--- src/rtl/pwr_pkg.sv ---
package pwr_pkg;
  localparam int CTRL_W   = 8;
  localparam int BIT_IDLE = 0;
  localparam int BIT_PDN  = 1;
  localparam logic [CTRL_W-1:0] CTRL_MASK = 8'h8F;

  typedef enum logic [1:0] {
    MODE_RUN   = 2'd0,
    MODE_IDLE  = 2'd1,
    MODE_PDOWN = 2'd2
  } pmode_t;
endpackage

--- src/rtl/pwr_rst_filter.sv ---
module pwr_rst_filter #(
  parameter int HOLD_CYCLES = 24
) (
  input  logic clk,
  input  logic por_n,
  input  logic pin_i,
  output logic rst_o
);
  localparam int CW = $clog2(HOLD_CYCLES + 1);
  localparam logic [CW-1:0] LIMIT = CW'(HOLD_CYCLES);

  logic          pin_s_q;
  logic [CW-1:0] cnt_q, cnt_d;

  always_comb begin
    cnt_d = cnt_q;
    if (!pin_s_q)           cnt_d = '0;
    else if (cnt_q != LIMIT) cnt_d = cnt_q + 1'b1;
  end

  always_ff @(posedge clk or negedge por_n) begin
    if (!por_n) begin
      pin_s_q <= 1'b0;
      cnt_q   <= '0;
    end else begin
      pin_s_q <= pin_i;
      cnt_q   <= cnt_d;
    end
  end

  assign rst_o = (cnt_q == LIMIT);
endmodule

--- src/rtl/pwr_mode_reg.sv ---
module pwr_mode_reg
  import pwr_pkg::*;
(
  input  logic              clk,
  input  logic              por_n,
  input  logic              core_rst,
  input  logic              we,
  input  logic [CTRL_W-1:0] wdata,
  input  logic              irq,
  output logic [CTRL_W-1:0] ctrl_q,
  output pmode_t            mode
);
  logic [CTRL_W-1:0] ctrl_d;
  logic [CTRL_W-1:0] wr_val;

  always_comb begin
    wr_val = wdata & CTRL_MASK;
    if (wr_val[BIT_PDN]) wr_val[BIT_IDLE] = 1'b0;
  end

  always_comb begin
    ctrl_d = ctrl_q;
    if (core_rst) begin
      ctrl_d = '0;
    end else if (ctrl_q[BIT_PDN]) begin
      ctrl_d = ctrl_q;
    end else if (ctrl_q[BIT_IDLE]) begin
      if (irq) ctrl_d[BIT_IDLE] = 1'b0;
    end else if (we) begin
      ctrl_d = wr_val;
    end
  end

  always_ff @(posedge clk or negedge por_n) begin
    if (!por_n) ctrl_q <= '0;
    else        ctrl_q <= ctrl_d;
  end

  always_comb begin
    if (ctrl_q[BIT_PDN])       mode = MODE_PDOWN;
    else if (ctrl_q[BIT_IDLE]) mode = MODE_IDLE;
    else                       mode = MODE_RUN;
  end
endmodule

--- src/rtl/pwr_clk_gate.sv ---
module pwr_clk_gate
  import pwr_pkg::*;
(
  input  logic   clk,
  input  logic   por_n,
  input  pmode_t mode,
  output logic   cpu_en,
  output logic   per_en
);
  logic phase_q, phase_d;

  always_comb begin
    phase_d = phase_q;
    if (mode != MODE_PDOWN) phase_d = ~phase_q;
  end

  always_ff @(posedge clk or negedge por_n) begin
    if (!por_n) phase_q <= 1'b0;
    else        phase_q <= phase_d;
  end

  assign cpu_en = phase_q && (mode == MODE_RUN);
  assign per_en = phase_q && (mode != MODE_PDOWN);
endmodule

--- src/rtl/pwr_pin_mux.sv ---
module pwr_pin_mux
  import pwr_pkg::*;
(
  input  pmode_t mode,
  input  logic   ext_prog,
  output logic   hold,
  output logic   ale,
  output logic   psen,
  output logic   p0_flt,
  output logic   p2_adr
);
  always_comb begin
    hold   = 1'b0;
    ale    = 1'b1;
    psen   = 1'b1;
    p0_flt = 1'b0;
    p2_adr = 1'b0;
    unique case (mode)
      MODE_IDLE: begin
        hold   = 1'b1;
        p0_flt = ext_prog;
        p2_adr = ext_prog;
      end
      MODE_PDOWN: begin
        hold   = 1'b1;
        ale    = 1'b0;
        psen   = 1'b0;
        p0_flt = ext_prog;
      end
      default: ;
    endcase
  end
endmodule

--- src/rtl/pwr_rst_ctrl.sv ---
module pwr_rst_ctrl
  import pwr_pkg::*;
#(
  parameter int RST_HOLD = 24
) (
  input  logic       clk,
  input  logic       por_n,
  input  logic       rst_pin,
  input  logic       reg_we,
  input  logic [7:0] reg_wdata,
  input  logic       irq_pending,
  input  logic       ext_prog,
  output logic       core_rst,
  output logic [7:0] pcon_q,
  output logic       cpu_clk_en,
  output logic       periph_clk_en,
  output logic       pin_hold,
  output logic       ale_level,
  output logic       psen_level,
  output logic       p0_float,
  output logic       p2_addr
);
  pmode_t mode;

  pwr_rst_filter #(.HOLD_CYCLES(RST_HOLD)) u_filt (
    .clk   (clk),
    .por_n (por_n),
    .pin_i (rst_pin),
    .rst_o (core_rst)
  );

  pwr_mode_reg u_mreg (
    .clk      (clk),
    .por_n    (por_n),
    .core_rst (core_rst),
    .we       (reg_we),
    .wdata    (reg_wdata),
    .irq      (irq_pending),
    .ctrl_q   (pcon_q),
    .mode     (mode)
  );

  pwr_clk_gate u_cg (
    .clk    (clk),
    .por_n  (por_n),
    .mode   (mode),
    .cpu_en (cpu_clk_en),
    .per_en (periph_clk_en)
  );

  pwr_pin_mux u_pins (
    .mode     (mode),
    .ext_prog (ext_prog),
    .hold     (pin_hold),
    .ale      (ale_level),
    .psen     (psen_level),
    .p0_flt   (p0_float),
    .p2_adr   (p2_addr)
  );
endmodule

--- config.mk ---
export PLATFORM = sky130hd
export DESIGN_NAME = pwr_rst_ctrl
export DESIGN_NICKNAME = d
export VERILOG_FILES = /design/src/rtl/pwr_pkg.sv /design/src/rtl/pwr_rst_filter.sv /design/src/rtl/pwr_mode_reg.sv /design/src/rtl/pwr_clk_gate.sv /design/src/rtl/pwr_pin_mux.sv /design/src/rtl/pwr_rst_ctrl.sv
export SDC_FILE = /design/constraint.sdc
export NUM_CORES = 1
export LEC_CHECK = 0
export ABC_AREA = 0
export BUFFER_PORTS_ARGS = -buffer_cell sky130_fd_sc_hd__buf_2
export CAP_MARGIN = 30
export CORE_MARGIN = 2
export CORE_UTILIZATION = 40
export CTS_CLUSTER_DIAMETER = 200
export DETAILED_ROUTE_END_ITERATION = 6
export PLACE_DENSITY_LB_ADDON = 0.3
export SLEW_MARGIN = 20
export SYNTH_ARGS = -nofsm -noshare
export SYNTH_HDL_FRONTEND = slang
export SYNTH_SLANG_ARGS = --single-unit
--- constraint.sdc ---
create_clock -name clk -period 1.6 [get_ports clk]
set_input_delay 0.32 -clock clk [delete_from_list [all_inputs] [get_ports clk]]
set_output_delay 0.32 -clock clk [all_outputs]
set_load 0.02 [all_outputs]
==> metrics, run 1 <==
area delta synth->final=31.07%; Final Skew=0.0004598 ns; crit share post-route=0.9738; final hold viol count=0; final setup vio count=0; Leak Pwr=0.4173 nW; Longest Clk Path Bufs=2; Synthesis Warnings=0; worst path cell trace=inv_1 -> ha_1 -> and4b_2 -> buf_6; ratio of cells with drive above 1 in the final layout=0.4070; Mapped Area=608.1 µm²; Worst path top cell family by delay=flip-flops; post-synthesis sequential area ratio=0.4938; IO Pins=30; f_max=641.8 MHz; Worst R2R Setup Slack=0.23 ns; die span in x=42.99 µm; #FFs+latches synth=12; FF-to-FF path depth=6; later-pin clock latency in the skew report=0.26 ns; worst hold path endpoint=u_filt.pin_s_q; hold path depth=1; Fillers=140; GPL Wtd Cong=0.7589; TritonCTS buffer count=3; Worst-path clk slew=0.07 ns; CP max-delay cell=dfrtp_1; initial core utilization=0.4133; Placement Cell Area=732.0 µm²; Root Driver=clkbuf_4; Ant. Diodes=0; # DRC=0; Final Max Slew Viols=0; reg2reg start=u_filt.cnt_q[0]; Tmin final=1.558 ns; Total GRT Usage=0.1391; die height=42.99 µm; post-synth cell types=22; Worst EP required=1.28 ns; clk sinks=12; Core ar.=0.001471 mm²; synthesized instance count=57; global-route wire length before repair=1.911 mm; MaxCap Viol Count=0; worst r2r dst=u_filt.cnt_q[0]; fin area=797.0 µm²; final core utilization=0.5417; status=complete, no violations; initial antenna violation count=0; vias in the first global route=480; via count=477; initial drt markers=4; hold crit path type=in -> reg; CTS tree=built; CP Max Fanout=2; Hold Startpoint=rst_pin; total gr overflow=0; DRT Pass-1 Iters=2; Buffers & Inverters on Critical Path=2; full die area=0.001848 mm²; crit-path max cell delay=0.35 ns; pwr dens=1050 mW/mm²; Peak VDD IR=0.5568 mV; startpoint types=register; WS Path Type=reg -> out; placed instance count=96; pin count of the biggest net entering global routing=13; post-route ant nets=0; site row count=14; post-DR wirelength/cell=10.57 µm; H-tree depth=1; nets@finish=103; unrepaired setup endpoints after global routing=true; final wirelength=1.078 mm; Crit. End Element=output port; DPL Wire Length=818.7 µm; Critical Path AT=1.24 ns; Via density=4.676; IO buf count=23; non-filler cells in the finished layout=102; Avg Inst Size Synth=10.67 µm²
==> how the worst max path moves through the flow <==
stage | end | slack, ns | startpoint | depth (start not counted)
global route | core_rst | -0.03 | u_filt.cnt_q[0] | 4
CTS | p0_float | 0.002 | u_mreg.ctrl_q[1] | 4
finish | core_rst | 0.04 | u_filt.cnt_q[0] | 4
floorplan | p0_float | 0.006 | u_mreg.ctrl_q[1] | 3
global placement | core_rst | 0.11 | u_filt.cnt_q[0] | 4
detailed placement | core_rst | 0.1 | u_filt.cnt_q[0] | 4
==> layout by cell type, fill, tap and decap left out <==
master | netlist | layout
a21o_1 | 1 | 1
a21oi_1 | 1 | 1
a31oi_1 | 1 | 1
and2_1 | 4 | 4
and3_1 | 2 | 2
and4b_2 | 0 | 1
buf_2 | 0 | 22
buf_4 | 4 | 4
buf_6 | 1 | 1
clkbuf_4 | 0 | 3
clkbuf_8 | 0 | 1
conb_1 | 1 | 3
dfrtp_1 | 12 | 11
dfrtp_2 | 0 | 1
dlygate4sd3_1 | 0 | 1
ha_1 | 2 | 2
inv_1 | 4 | 3
inv_4 | 0 | 1
mux2i_1 | 3 | 3
nand2_1 | 3 | 3
nand3_1 | 3 | 3
nand3b_1 | 1 | 1
nor2_1 | 5 | 5
nor2b_1 | 1 | 1
nor3b_4 | 1 | 1
o21ai_0 | 1 | 1
xnor2_1 | 4 | 4
xor2_1 | 1 | 1
==> through the flow <==
stage,total power [W],hold slack [ns],worst slack (ns),setup TNS (ns)
6_report,0.0008370,0.1591,0.04192,0
5_1_grt,0.0008985,0.1313,-0.02612,-0.02612
4_1_cts,0.0008479,0.1524,0.002148,0
3_5_place_dp,0.0006076,0.2124,0.09585,0
3_3_place_gp,0.0006032,0.2108,0.1115,0
2_1_floorplan,0.0005336,0.02441,0.005969,0
==> where the power goes <==
group	internal, W	total [W]	switching, W
sequential	0.000361	0.000400	0.0000393
clock	0.000138	0.000234	0.0000963
combinational	0.0000843	0.000202	0.000118
total	0.000583	0.000837	0.000254
==> Yosys cell counts <==
| cell | n | area (µm²) |
|---|---|---|
| buf_6 | 1 | 11.26 |
| nor3b_4 | 1 | 18.77 |
| mux2i_1 | 3 | 30.03 |
| o21ai_0 | 1 | 5.000 |
| xor2_1 | 1 | 8.760 |
| nand3_1 | 3 | 15.01 |
| buf_4 | 4 | 30.03 |
| xnor2_1 | 4 | 35.03 |
| conb_1 | 1 | 3.750 |
| nor2b_1 | 1 | 6.260 |
| a21o_1 | 1 | 7.510 |
| dfrtp_1 | 12 | 300.3 |
| and4b_1 | 1 | 10.01 |
| and2_1 | 4 | 25.02 |
| nand2_1 | 3 | 11.26 |
| a21oi_1 | 1 | 5.000 |
| nor2_1 | 5 | 18.77 |
| a31oi_1 | 1 | 6.260 |
| and3_1 | 2 | 12.51 |
| ha_1 | 2 | 25.02 |
| nand3b_1 | 1 | 7.510 |
| inv_1 | 4 | 15.01 |
==> layout make-up <==
| class | count | area [µm²] | area share |
|---|---|---|---|
| Sequential cell | 12 | 301.5 | 0.3783 |
| Multi-Input combinational cell | 38 | 260.3 | 0.3265 |
| Clock buffer | 4 | 36.28 | 0.04553 |
| Tap cell | 16 | 20.02 | 0.02512 |
| Timing Repair Buffer | 28 | 161.4 | 0.2025 |
| Inverter | 4 | 17.52 | 0.02198 |
==> timing repair <==
| action | in CTS | in global routing |
|---|---|---|
| hold buffers | 1 | 0 |
| buffers inserted | 1 | 0 |
| resized for setup | 2 | 4 |
| pin swaps | 1 | 0 |
| endpoints found under the setup margin | 1 | 4 |
| hold endpoints to repair | 12 | 0 |
==> flip-flops by register name, summed over array words and instances, names as in the netlist <==
name,cells
u_filt.pin_s_q,1
u_filt.cnt_q,5
u_mreg.ctrl_q,5
u_cg.phase_q,1
==> layer usage <==
metal  vias to the layer above  share of wire  GRT usage
met1                       220           0.42     0.1707
met4                         0              0    0.05455
met2                        22           0.49     0.2333
li1                        235              -          -
met5                         -              0          0
met3                         0          0.093    0.03404
==> logic make-up (layout without fill, tap and decap cells) <==
logic type	Yosys count	after routing	share of synthesized area
and+or+nand+nor	21	21	0.2058
DFF	12	12	0.4938
buffers and inverters	9	36	0.09259
xor gates and xnor gates	5	5	0.07201
AOI/OAI and AO/OA	4	4	0.03909
muxes	3	3	0.04938
adders and majority gates	2	2	0.04115
other	1	3	0.006167
No activity file was read; power rests on OpenSTA's default activity.
==> inputs of run 2 (changes only) <==
--- a/config.mk
+++ b/config.mk
@@ -9,7 +9,7 @@
 export BUFFER_PORTS_ARGS = -buffer_cell sky130_fd_sc_hd__buf_2
 export CAP_MARGIN = 30
 export CORE_MARGIN = 2
-export CORE_UTILIZATION = 40
+export CORE_UTILIZATION = 25
 export CTS_CLUSTER_DIAMETER = 200
 export DETAILED_ROUTE_END_ITERATION = 6
 export PLACE_DENSITY_LB_ADDON = 0.3
==> run 2 against run 1 <==
Utilization down 19 points. Wire length up 4.3%. Sequential share of layout area up 0.059 points. Cell count up 11%. Clock skew about the same. Critical path type unchanged.
==> metrics, run 2 (synthesized netlist as in run 1, its figures left out) <==
status=complete, no violations; Longest Clk Path Bufs=2; GPL Wtd Cong=0.7004; Placement Cell Area=747.0 µm²; TritonCTS buffer count=3; Core ar.=0.002255 mm²; unrepaired setup endpoints after global routing=false; f_max=653.0 MHz; H-tree depth=1; startpoint types=register; Worst-path clk slew=0.07 ns; pwr dens=975.3 mW/mm²; clk sinks=12; Tmin final=1.531 ns; Critical Path AT=1.21 ns; CP Max Fanout=2; setup TNS=0 ns; MaxCap Viol Count=0; Via density=4.053; die span in x=53.32 µm; Worst EP required=1.28 ns; DRT Pass-1 Iters=3; Final Skew=0.0005763 ns; worst setup margin=0.06865 ns; later-pin clock latency in the skew report=0.26 ns; initial drt markers=3; Gate power share=0.258; final core utilization=0.3529; crit share post-route=0.9571; Ant. Diodes=0; switch share=0.3146; fin area=795.8 µm²; full die area=0.002843 mm²; via count=458; IO Pins=30; Peak VDD IR=0.4909 mV; Final Max Slew Viols=0; nets@finish=103; CTS tree=built; DPL Wire Length=890.7 µm; Crit. End Element=output port; Reg power frac=0.516; final hold viol count=0; initial core utilization=0.2697; Total GRT Usage=0.09510; ratio of cells with drive above 1 in the final layout=0.4000; hold crit path type=in -> reg; commonest cells after routing, fill and taps aside=22 x buf_2, 11 x dfrtp_1, 5 x nor2_1; top flop regs=u_filt.cnt_q x5, u_mreg.ctrl_q x5; clock network power share=0.226; commonest non-fill, non-tap cell in the layout=buf_2; pin count of the biggest net entering global routing=13; final wirelength=1.124 mm; non-filler cells in the finished layout=113; area delta synth->final=30.86%; site row count=17; vias in the first global route=466; placed instance count=108; post-route ant nets=0; Net Sw Power=0.0002442 W; global-route wire length before repair=1.932 mm; post-DR wirelength/cell=9.947 µm; total gr overflow=0; final setup vio count=0; Pint=0.0005320 W; Leak Pwr=0.4106 nW; WS Path Type=reg -> out; # DRC=0; worst slack, placed=0.1046 ns; IO buf count=23; die height=53.32 µm; initial antenna violation count=0; Root Driver=clkbuf_4
==> run 2: power by group through the flow <==
stage	logic (W)	clock network [W]	registers, W
after CTS	0.000206	0.000185	0.000401
after floorplan	0.0000810	0	0.000453
after global routing	0.000227	0.000198	0.000412
final	0.000200	0.000175	0.000401
after global placement	0.000201	0	0.000405
after detailed placement	0.000204	0	0.000405
==> run 2: critical path, stage by stage (launching register included) <==
cell,delay (ns)
dfrtp_1,0.35
inv_1,0.05
ha_1,0.18
and4b_2,0.24
buf_6,0.13
==> run 2: area by class of cell <==
type	count	area, µm²
multi-input cells	38	260.3
well taps	28	35.03
fillers	234	1459
inverters	4	15.01
repair buffers	28	161.4
clock buffers	3	22.52
flip-flops and latches	12	301.5
==> run 2: worst paths after layout <==
| kind | cells after the start | slack, ns | end | from |
|---|---|---|---|---|
| hold / removal | 1 | 0.16 | u_filt.pin_s_q | rst_pin |
| hold reg to reg | 1 | 0.48 | u_cg.phase_q | u_cg.phase_q |
| max in group asynchronous | 2 | 0.91 | u_mreg.ctrl_q[1] | por_n |
| setup / recovery | 4 | 0.07 | core_rst | u_filt.cnt_q[0] |
| setup reg to reg | 7 | 0.23 | u_filt.cnt_q[1] | u_filt.cnt_q[0] |
| min in group asynchronous | 2 | 0.46 | u_filt.cnt_q[2] | por_n |
==> run 2: through the flow <==
stage	hold WS [ns]	total power, W
after global placement	0.2136	0.0006059
after CTS	0.1481	0.0007917
after detailed placement	0.2209	0.0006089
final	0.1594	0.0007761
after floorplan	0.02441	0.0005336
after global routing	0.1459	0.0008374
==> run 2: repair_timing <==
action / in CTS / in global routing
hold buffers: 1 / 0
pin swaps: 0 / 1
endpoints found under the setup margin: 2 / 2
setup buffers: 1 / 0
gates resized for setup: 2 / 3
hold endpoints to repair: 12 / 0
==> run 2: per-layer routing <==
metal | vias to the layer above | share of wire | global-route usage
met5 | - | 0 | 0
met4 | 0 | 0.018 | 0.06410
met3 | 2 | 0.088 | 0.01695
met2 | 23 | 0.43 | 0.1523
met1 | 199 | 0.46 | 0.1144
li1 | 234 | - | -
